[src/rtl/swd_pkg.sv]
package swd_pkg;
  localparam logic [2:0] ACK_OK    = 3'b001;
  localparam logic [2:0] ACK_WAIT  = 3'b010;
  localparam logic [2:0] ACK_FAULT = 3'b100;
  localparam logic [2:0] STAT_PARITY = 3'b111;
  localparam int WORD_W = 32;

  typedef enum logic [1:0] {DRV_NONE, DRV_HDR, DRV_WR} drvSel_e;

  typedef struct packed {
    logic    load;
    logic    shiftHdr;
    logic    shiftWr;
    logic    sampleAck;
    logic    sampleRd;
    logic    finish;
    drvSel_e drv;
  } dpCtl_t;
endpackage

[src/rtl/swd_dp.sv]
module swd_dp
  import swd_pkg::*;
(
  input  logic              clk,
  input  logic              rstN,
  input  dpCtl_t            ctl,
  input  logic [3:0]        req,
  input  logic [WORD_W-1:0] wdata,
  input  logic              sdi,
  output logic              sdo,
  output logic [2:0]        ackOut,
  output logic              rnw,
  output logic [WORD_W-1:0] rdata,
  output logic [2:0]        status,
  output logic              parErr
);
  logic [7:0]      hdrSh;
  logic [WORD_W:0] wrSh;
  logic [WORD_W:0] rdSh;
  logic [2:0]      ackSh;
  logic            rnwQ;
  logic            okRead;
  logic            badPar;

  assign okRead = rnwQ && (ackSh == ACK_OK);
  assign badPar = okRead && ((^rdSh[WORD_W-1:0]) != rdSh[WORD_W]);

  always_ff @(posedge clk) begin
    if (!rstN) begin
      hdrSh  <= '0;
      wrSh   <= '0;
      rdSh   <= '0;
      ackSh  <= '0;
      rnwQ   <= 1'b0;
      rdata  <= '0;
      status <= '0;
      parErr <= 1'b0;
    end else begin
      if (ctl.load) begin
        hdrSh <= {1'b1, 1'b0, ^req, req, 1'b1};
        wrSh  <= {^wdata, wdata};
        rnwQ  <= req[1];
      end
      if (ctl.shiftHdr)  hdrSh <= {1'b0, hdrSh[7:1]};
      if (ctl.shiftWr)   wrSh  <= {1'b0, wrSh[WORD_W:1]};
      if (ctl.sampleAck) ackSh <= {sdi, ackSh[2:1]};
      if (ctl.sampleRd)  rdSh  <= {sdi, rdSh[WORD_W:1]};
      if (ctl.finish) begin
        status <= badPar ? STAT_PARITY : ackSh;
        parErr <= badPar;
        if (okRead) rdata <= rdSh[WORD_W-1:0];
      end
    end
  end

  always_comb begin
    case (ctl.drv)
      DRV_HDR: sdo = hdrSh[0];
      DRV_WR:  sdo = wrSh[0];
      default: sdo = 1'b0;
    endcase
  end

  assign ackOut = ackSh;
  assign rnw    = rnwQ;

  // at most one shift/sample/load action per cycle
  assert_one_action_R11: assert property (@(posedge clk) disable iff (!rstN)
    $onehot0({ctl.load, ctl.shiftHdr, ctl.shiftWr, ctl.sampleAck, ctl.sampleRd}));

  // the parity flag only ever accompanies the parity status code
  assert_parity_code_R4: assert property (@(posedge clk) disable iff (!rstN)
    parErr |-> status == STAT_PARITY);
endmodule

[src/rtl/swd_ctrl.sv]
module swd_ctrl
  import swd_pkg::*;
#(
  parameter int DLY_W  = 8,
  parameter int IDLE_W = 8,
  parameter int TRN_W  = 2
) (
  input  logic              clk,
  input  logic              rstN,
  input  logic              start,
  input  logic [TRN_W-1:0]  trnSel,
  input  logic [IDLE_W-1:0] idleCnt,
  input  logic              dataPhase,
  input  logic [DLY_W-1:0]  clkDelay,
  input  logic [2:0]        ackIn,
  input  logic              rnw,
  output logic              swclk,
  output logic              swdioOe,
  output logic              busy,
  output logic              done,
  output dpCtl_t            ctl
);
  localparam int CNT_W = (IDLE_W > 6) ? IDLE_W + 1 : 7;
  localparam logic [CNT_W-1:0] HDR_LEN = CNT_W'(8);
  localparam logic [CNT_W-1:0] ACK_LEN = CNT_W'(3);
  localparam logic [CNT_W-1:0] DAT_LEN = CNT_W'(WORD_W + 1);

  typedef enum logic [3:0] {
    S_IDLE, S_HDR, S_TRN1, S_ACK, S_RDAT, S_TRN2,
    S_WDAT, S_DUMR, S_DUMW, S_BACK, S_TAIL
  } state_e;

  state_e            state, nxtState, tailState;
  logic [CNT_W-1:0]  bitsLeft, nxtLen, tailLen, trnQ;
  logic [IDLE_W-1:0] idleQ;
  logic [DLY_W-1:0]  dlyQ, tickCnt;
  logic              dphQ, swclkQ, doneQ;
  logic              tick, riseEdge, fallEdge, lastBit, ackOk, ackWf;

  assign busy     = (state != S_IDLE);
  assign tick     = busy && (tickCnt == dlyQ);
  assign riseEdge = tick && !swclkQ;
  assign fallEdge = tick && swclkQ;
  assign lastBit  = (bitsLeft == CNT_W'(1));
  assign ackOk    = (ackIn == ACK_OK);
  assign ackWf    = (ackIn == ACK_WAIT) || (ackIn == ACK_FAULT);

  always_comb begin
    if (idleQ == '0) begin
      tailState = S_IDLE;
      tailLen   = '0;
    end else begin
      tailState = S_TAIL;
      tailLen   = CNT_W'(idleQ);
    end
  end

  always_comb begin
    nxtState = S_IDLE;
    nxtLen   = '0;
    case (state)
      S_HDR:  begin nxtState = S_TRN1; nxtLen = trnQ; end
      S_TRN1: begin nxtState = S_ACK;  nxtLen = ACK_LEN; end
      S_ACK: begin
        if (ackOk) begin
          nxtState = rnw ? S_RDAT : S_TRN2;
          nxtLen   = rnw ? DAT_LEN : trnQ;
        end else if (ackWf && rnw && dphQ) begin
          nxtState = S_DUMR; nxtLen = DAT_LEN;
        end else if (ackWf) begin
          nxtState = S_TRN2; nxtLen = trnQ;
        end else begin
          nxtState = S_BACK; nxtLen = trnQ + DAT_LEN;
        end
      end
      S_RDAT, S_DUMR: begin nxtState = S_TRN2; nxtLen = trnQ; end
      S_TRN2: begin
        if (ackOk && rnw) begin
          nxtState = tailState; nxtLen = tailLen;
        end else if (ackOk) begin
          nxtState = S_WDAT; nxtLen = DAT_LEN;
        end else if (ackWf && !rnw && dphQ) begin
          nxtState = S_DUMW; nxtLen = DAT_LEN;
        end
      end
      S_WDAT: begin nxtState = tailState; nxtLen = tailLen; end
      default: ;
    endcase
  end

  always_ff @(posedge clk) begin
    if (!rstN) begin
      state    <= S_IDLE;
      bitsLeft <= '0;
      trnQ     <= '0;
      idleQ    <= '0;
      dlyQ     <= '0;
      tickCnt  <= '0;
      dphQ     <= 1'b0;
      swclkQ   <= 1'b0;
      doneQ    <= 1'b0;
    end else begin
      doneQ <= 1'b0;
      if (ctl.load) begin
        state    <= S_HDR;
        bitsLeft <= HDR_LEN;
        trnQ     <= CNT_W'(trnSel) + CNT_W'(1);
        idleQ    <= idleCnt;
        dlyQ     <= clkDelay;
        dphQ     <= dataPhase;
        tickCnt  <= '0;
        swclkQ   <= 1'b0;
      end else if (busy) begin
        tickCnt <= tick ? '0 : tickCnt + DLY_W'(1);
        if (riseEdge) swclkQ <= 1'b1;
        if (fallEdge) begin
          swclkQ <= 1'b0;
          if (!lastBit) begin
            bitsLeft <= bitsLeft - CNT_W'(1);
          end else begin
            state    <= nxtState;
            bitsLeft <= nxtLen;
            doneQ    <= (nxtState == S_IDLE);
          end
        end
      end
    end
  end

  always_comb begin
    ctl.load      = start && !busy;
    ctl.shiftHdr  = fallEdge && !lastBit && (state == S_HDR);
    ctl.shiftWr   = fallEdge && !lastBit && (state == S_WDAT);
    ctl.sampleAck = riseEdge && (state == S_ACK);
    ctl.sampleRd  = riseEdge && (state == S_RDAT);
    ctl.finish    = fallEdge && lastBit && (nxtState == S_IDLE);
    case (state)
      S_HDR:   ctl.drv = DRV_HDR;
      S_WDAT:  ctl.drv = DRV_WR;
      default: ctl.drv = DRV_NONE;
    endcase
  end

  assign swdioOe = (state == S_HDR) || (state == S_WDAT) ||
                   (state == S_DUMW) || (state == S_TAIL);
  assign swclk   = swclkQ;
  assign done    = doneQ;

  // no clock and no drive when no access runs
  assert_idle_quiet_R10: assert property (@(posedge clk) disable iff (!rstN)
    !busy |-> !swclkQ && !swdioOe);

  // the output enable only moves during the low half of the clock
  assert_oe_low_half_R11: assert property (@(posedge clk) disable iff (!rstN)
    $changed(swdioOe) |-> !swclkQ);

  // a start during an access leaves the captured settings alone
  assert_start_ignored_R12: assert property (@(posedge clk) disable iff (!rstN)
    busy && start |=> $stable(dlyQ) && $stable(trnQ) && $stable(idleQ));

  // completion is a single-cycle pulse
  assert_done_single_R6: assert property (@(posedge clk) disable iff (!rstN)
    done |=> !done);
endmodule

[src/rtl/swd_xfer_engine.sv]
module swd_xfer_engine
  import swd_pkg::*;
#(
  parameter int DLY_W  = 8,
  parameter int IDLE_W = 8
) (
  input  logic              clk,
  input  logic              rstN,
  input  logic              start,
  input  logic [3:0]        req,
  input  logic [31:0]       wdata,
  input  logic [1:0]        trnSel,
  input  logic [IDLE_W-1:0] idleCnt,
  input  logic              dataPhase,
  input  logic [DLY_W-1:0]  clkDelay,
  output logic              swclk,
  output logic              swdioOut,
  output logic              swdioOe,
  input  logic              swdioIn,
  output logic [31:0]       rdata,
  output logic [2:0]        ackStatus,
  output logic              parityErr,
  output logic              busy,
  output logic              done
);
  dpCtl_t     ctl;
  logic [2:0] ackVal;
  logic       rnw;

  swd_ctrl #(.DLY_W(DLY_W), .IDLE_W(IDLE_W), .TRN_W(2)) u_ctrl (
    .clk(clk), .rstN(rstN), .start(start), .trnSel(trnSel),
    .idleCnt(idleCnt), .dataPhase(dataPhase), .clkDelay(clkDelay),
    .ackIn(ackVal), .rnw(rnw), .swclk(swclk), .swdioOe(swdioOe),
    .busy(busy), .done(done), .ctl(ctl)
  );

  swd_dp u_dp (
    .clk(clk), .rstN(rstN), .ctl(ctl), .req(req), .wdata(wdata),
    .sdi(swdioIn), .sdo(swdioOut), .ackOut(ackVal), .rnw(rnw),
    .rdata(rdata), .status(ackStatus), .parErr(parityErr)
  );

  // a driven data value only changes during the low half of the clock
  assert_data_low_half_R11: assert property (@(posedge clk) disable iff (!rstN)
    swdioOe && $past(swdioOe) && (swdioOut != $past(swdioOut)) |-> !swclk);
endmodule

[config.mk]
export PLATFORM = sky130hd
export DESIGN_NAME = swd_xfer_engine
export DESIGN_NICKNAME = d
export VERILOG_FILES = /design/src/rtl/swd_pkg.sv /design/src/rtl/swd_dp.sv /design/src/rtl/swd_ctrl.sv /design/src/rtl/swd_xfer_engine.sv
export SDC_FILE = /design/constraint.sdc
export NUM_CORES = 1
export LEC_CHECK = 0
export BUFFER_PORTS_ARGS = -buffer_cell sky130_fd_sc_hd__buf_4
export CAP_MARGIN = 0
export CORE_AREA = 5 5 121 123
export CTS_CLUSTER_DIAMETER = 150
export CTS_CLUSTER_SIZE = 14
export DETAILED_ROUTE_END_ITERATION = 8
export DIE_AREA = 0 0 126 128
export PLACE_DENSITY = 0.79
export SLEW_MARGIN = 20
export SYNTH_ARGS = -nofsm -noshare
export SYNTH_HDL_FRONTEND = slang
export SYNTH_HIERARCHICAL = 1
export SYNTH_SLANG_ARGS = --single-unit
[constraint.sdc]
create_clock -name clk -period 4 [get_ports clk]
set_clock_uncertainty 0.15 [all_clocks]
set_input_delay 0 -clock clk [delete_from_list [all_inputs] [get_ports clk]]
set_output_delay 0 -clock clk [all_outputs]
set_load 0.005 [all_outputs]
==> results.sh <==
export IMPL_status="finished clean"
export IMPL_min_period_over_period=0.840
export IMPL_nFillCells=987
export IMPL_syn_cell_area_mm2=0.00762
export IMPL_synth_edf_count=0
export IMPL_synth_seq_cells=157
export IMPL_core_area_mm2=0.0136
export IMPL_num_vias=6870
export IMPL_cp_required_ns=4.13
export IMPL_wire_per_inst_um=15.2
export IMPL_clk_path_buf_depth=2
export IMPL_fin_nets=1129
export IMPL_crit_path_start_kind="register"
export IMPL_grt_pass1_wl_um=32000
export IMPL_worst_path_largest_cell_delay_ns=0.68
export IMPL_first_iter_violations=483
export IMPL_layout_drive_gt1_share=0.154
export IMPL_ios=100
export IMPL_regToRegStartpoint="u_ctrl/state[3]"
export IMPL_grt_max_degree=72
export IMPL_die_x_um=126
export IMPL_cp_end_kind="register"
export IMPL_p_leak_nw=3.85
export IMPL_dieArea_mm2=0.0161
export IMPL_clockRootBuffer="clkbuf_16"
export IMPL_register_area_mm2=0.00314
export IMPL_cp_cell_sequence="nor4_4 -> inv_2 -> nand4_1 -> nor3_2 -> buf_4 -> nand2_2 -> nor4b_2 -> nand2_1 -> nor3_1 -> nand2_1 -> buf_4 -> nand2_1 -> a21oi_1"
export IMPL_timing_fmax_ghz=0.298
export IMPL_area_growth_pct=29.7
export IMPL_cts_sinks=157
export IMPL_synth_area_per_cell_um2=8.42
export IMPL_reg2reg_slack_ns=0.64
export IMPL_rows=43
export IMPL_drt_wl_total_um=19100
export IMPL_synthCells=905
export IMPL_vias_per_cell=5.47
export IMPL_remaining_drc_errors=0
export IMPL_maxSlewHeadroom=0.391
export IMPL_maxCapViolations=0
export IMPL_hold_violations=0
export IMPL_grt_ovfl_total=0
export IMPL_multi_input_area_mm2=0.00421
export IMPL_dr_pass1_iters=6
export IMPL_clock_latency_ns=0.43
export IMPL_grt_antenna_before_repair=1
export IMPL_min_to="u_ctrl/trnQ[2]"
export IMPL_grt_usage=0.239
export IMPL_routabilityCongestion=0.873
export IMPL_power_per_cell_area_mw_per_mm2=362
export IMPL_rr_worst_depth=13
export IMPL_yosysUniqueCellTypes=71
export IMPL_fin_crit_ns=3.36
export IMPL_cts_resized=0
export IMPL_finalSetupViolCount=0
export IMPL_cts_tree="yes"
export IMPL_critPathMaxFanout=23
export IMPL_clk_pin_slew_ns=0.06
export IMPL_synth_flop_cell="dfxtp_1"
export IMPL_syn_num_nets=971
export IMPL_critPathSlowestCell="dfxtp_1"
export IMPL_hold_start="start"
export IMPL_drtAntennaViolNets=0
export IMPL_final_area_mm2=0.00988
export IMPL_hpwl_um=11800
export IMPL_htreeDepth=4
export IMPL_hold_path_class="input port to register"
export IMPL_worst_slew_pin_slew_ns=0.910
export IMPL_grt_pass1_vias=6766
export IMPL_crit_type="register to register"
export IMPL_start_util=0.562
export IMPL_ys_warnings_count=6
export IMPL_crit_arrival_ns=3.49
export IMPL_dpl_cell_area_mm2=0.00848
export IMPL_finalMaxSlewViolations=0
export IMPL_tns_ns=0
export IMPL_numPortBuffers=99
export IMPL_rsz0062_at_grt="false"
export IMPL_whs_path_depth=5
export IMPL_crit_start="u_ctrl/state[3]"
export IMPL_cts_inserted_buffers=17
export IMPL_ir_drop_v=0.000293
export IMPL_dieHeight_um=128
export IMPL_async_flop_share=0
export IMPL_r2r_end="u_dp/rdata[2]"
export IMPL_cp_common_cell="nand2_1"
export IMPL_ys_seq_area_frac=0.413
==> layout by cell type (no fill, tap or decap), types with 4 or more instances in the layout <==
cell,count
nand3_1,5
buf_4,108
clkbuf_16,17
nand2_1,132
xor2_1,12
mux2i_1,78
nand4_1,7
dfxtp_1,157
nor2b_1,6
nand2b_1,5
clkinv_4,5
ha_1,7
clkinv_2,5
o21ai_0,19
and2_1,4
or3_1,8
a21oi_1,89
nor2_1,141
xnor2_1,64
dlygate4sd3_1,85
a21boi_0,20
inv_1,9
nor3_1,9
==> cell type report <==
type                    instances  area share
well taps                     180      0.0228
repair buffers                195       0.172
flip-flops and latches        157       0.318
clock buffers                  20      0.0462
inverters                      12     0.00469
multi-input cells             680       0.427
diodes                          1    0.000253
clock inverters                12     0.00899
==> what timing repair did <==
action	4_1_cts	5_1_grt
setup buffers	0	0
hold endpoints to repair	65	0
setup endpoints to repair	0	0
hold buffers	85	0
==> metrics by stage <==
step	std cells	hold slack (ns)	power [mW]	utilization	setup WS (ns)
after detailed placement	1139	0.121	2.05	0.625	0.697
after CTS	1256	0.0181	3.59	0.728	0.689
after global routing	1257	0.0991	3.73	0.729	0.347
final	1257	0.0718	3.58	0.729	0.642
after global placement	1139	0.117	2.05	0.625	0.844
after floorplan	905	-0.0103	1.94	-	0.945
==> worst max-delay path: cells and delay by family (launching register included) <==
kind / cells / cell delay [ns]
AO/OA/AOI/OAI: 1 / 0.07
buffers and inverters: 3 / 0.68
flip-flops: 1 / 0.68
AND/OR/NAND/NOR: 9 / 1.61
==> power breakdown <==
group	switching, mW	internal (mW)	total [mW]
clock network	0.645	0.829	1.47
logic	0.215	0.239	0.454
registers	0.0406	1.61	1.65
total	0.900	2.68	3.58
==> metal layers <==
layer / vias to the layer above / GRT usage / part of all wire
met5: - / 0 / 0
met4: 0 / 0.112 / 0.030
met3: 52 / 0.0496 / 0.047
met2: 198 / 0.397 / 0.49
met1: 3236 / 0.298 / 0.43
li1: 3384 / - / -
==> sequential cells by signal, indices dropped and copies added, names as in the netlist, 3 cells and up <==
register / flops
u_ctrl/bitsLeft: 9
u_dp/wrSh: 33
u_dp/rdata: 32
u_ctrl/idleQ: 8
u_ctrl/dlyQ: 8
u_dp/ackOut: 3
u_dp/hdrSh: 8
u_ctrl/tickCnt: 8
u_dp/status: 3
u_dp/rdSh: 33
u_ctrl/trnQ: 3
u_ctrl/state: 4
==> synth_stat cells (all sizes together), types with 3 or more instances <==
master / count / area (um2)
dfxtp: 157 / 3140
nor2: 144 / 543
nand2: 134 / 508
a21oi: 89 / 445
mux2i: 78 / 781
xnor2: 65 / 577
clkbuf: 40 / 150
o21ai: 23 / 119
a21boi: 20 / 150
buf: 16 / 81.3
xor2: 12 / 105
inv: 11 / 41.3
nor3: 10 / 55.1
or3: 8 / 50.1
ha: 7 / 87.6
nand4: 7 / 43.8
nor2b: 6 / 37.5
and2: 5 / 32.5
nand2b: 5 / 31.3
nand3: 5 / 25.0
nor4: 5 / 61.3
a211oi: 4 / 35.0
o31ai: 4 / 35.0
a2111oi: 3 / 26.3
a32o: 3 / 30.0
and3: 3 / 18.8
o211ai: 3 / 27.5
o31a: 3 / 26.3
or4b: 3 / 33.8
==> cell families after synthesis <==
group | count (synthesis) | synth area share
and+or+nand+nor | 347 | 0.205
AOI/OAI and AO/OA | 168 | 0.136
DFF | 157 | 0.413
xor gates and xnor gates | 79 | 0.0954
muxes | 79 | 0.104
buffers and inverters | 68 | 0.0363
adders and majority gates | 7 | 0.0115
==> worst max-delay path by stage <==
| stage | end | slack (ns) | depth (start not counted) |
|---|---|---|---|
| after floorplan | u_dp/rdata[10] | 0.95 | 13 |
| after global placement | u_dp/rdata[19] | 0.84 | 13 |
| after detailed placement | u_dp/rdata[2] | 0.70 | 11 |
| after CTS | u_dp/rdata[2] | 0.69 | 13 |
| after global routing | u_dp/rdata[27] | 0.35 | 13 |
| final | u_dp/rdata[2] | 0.64 | 13 |
Power figures use the tool's default switching activity.
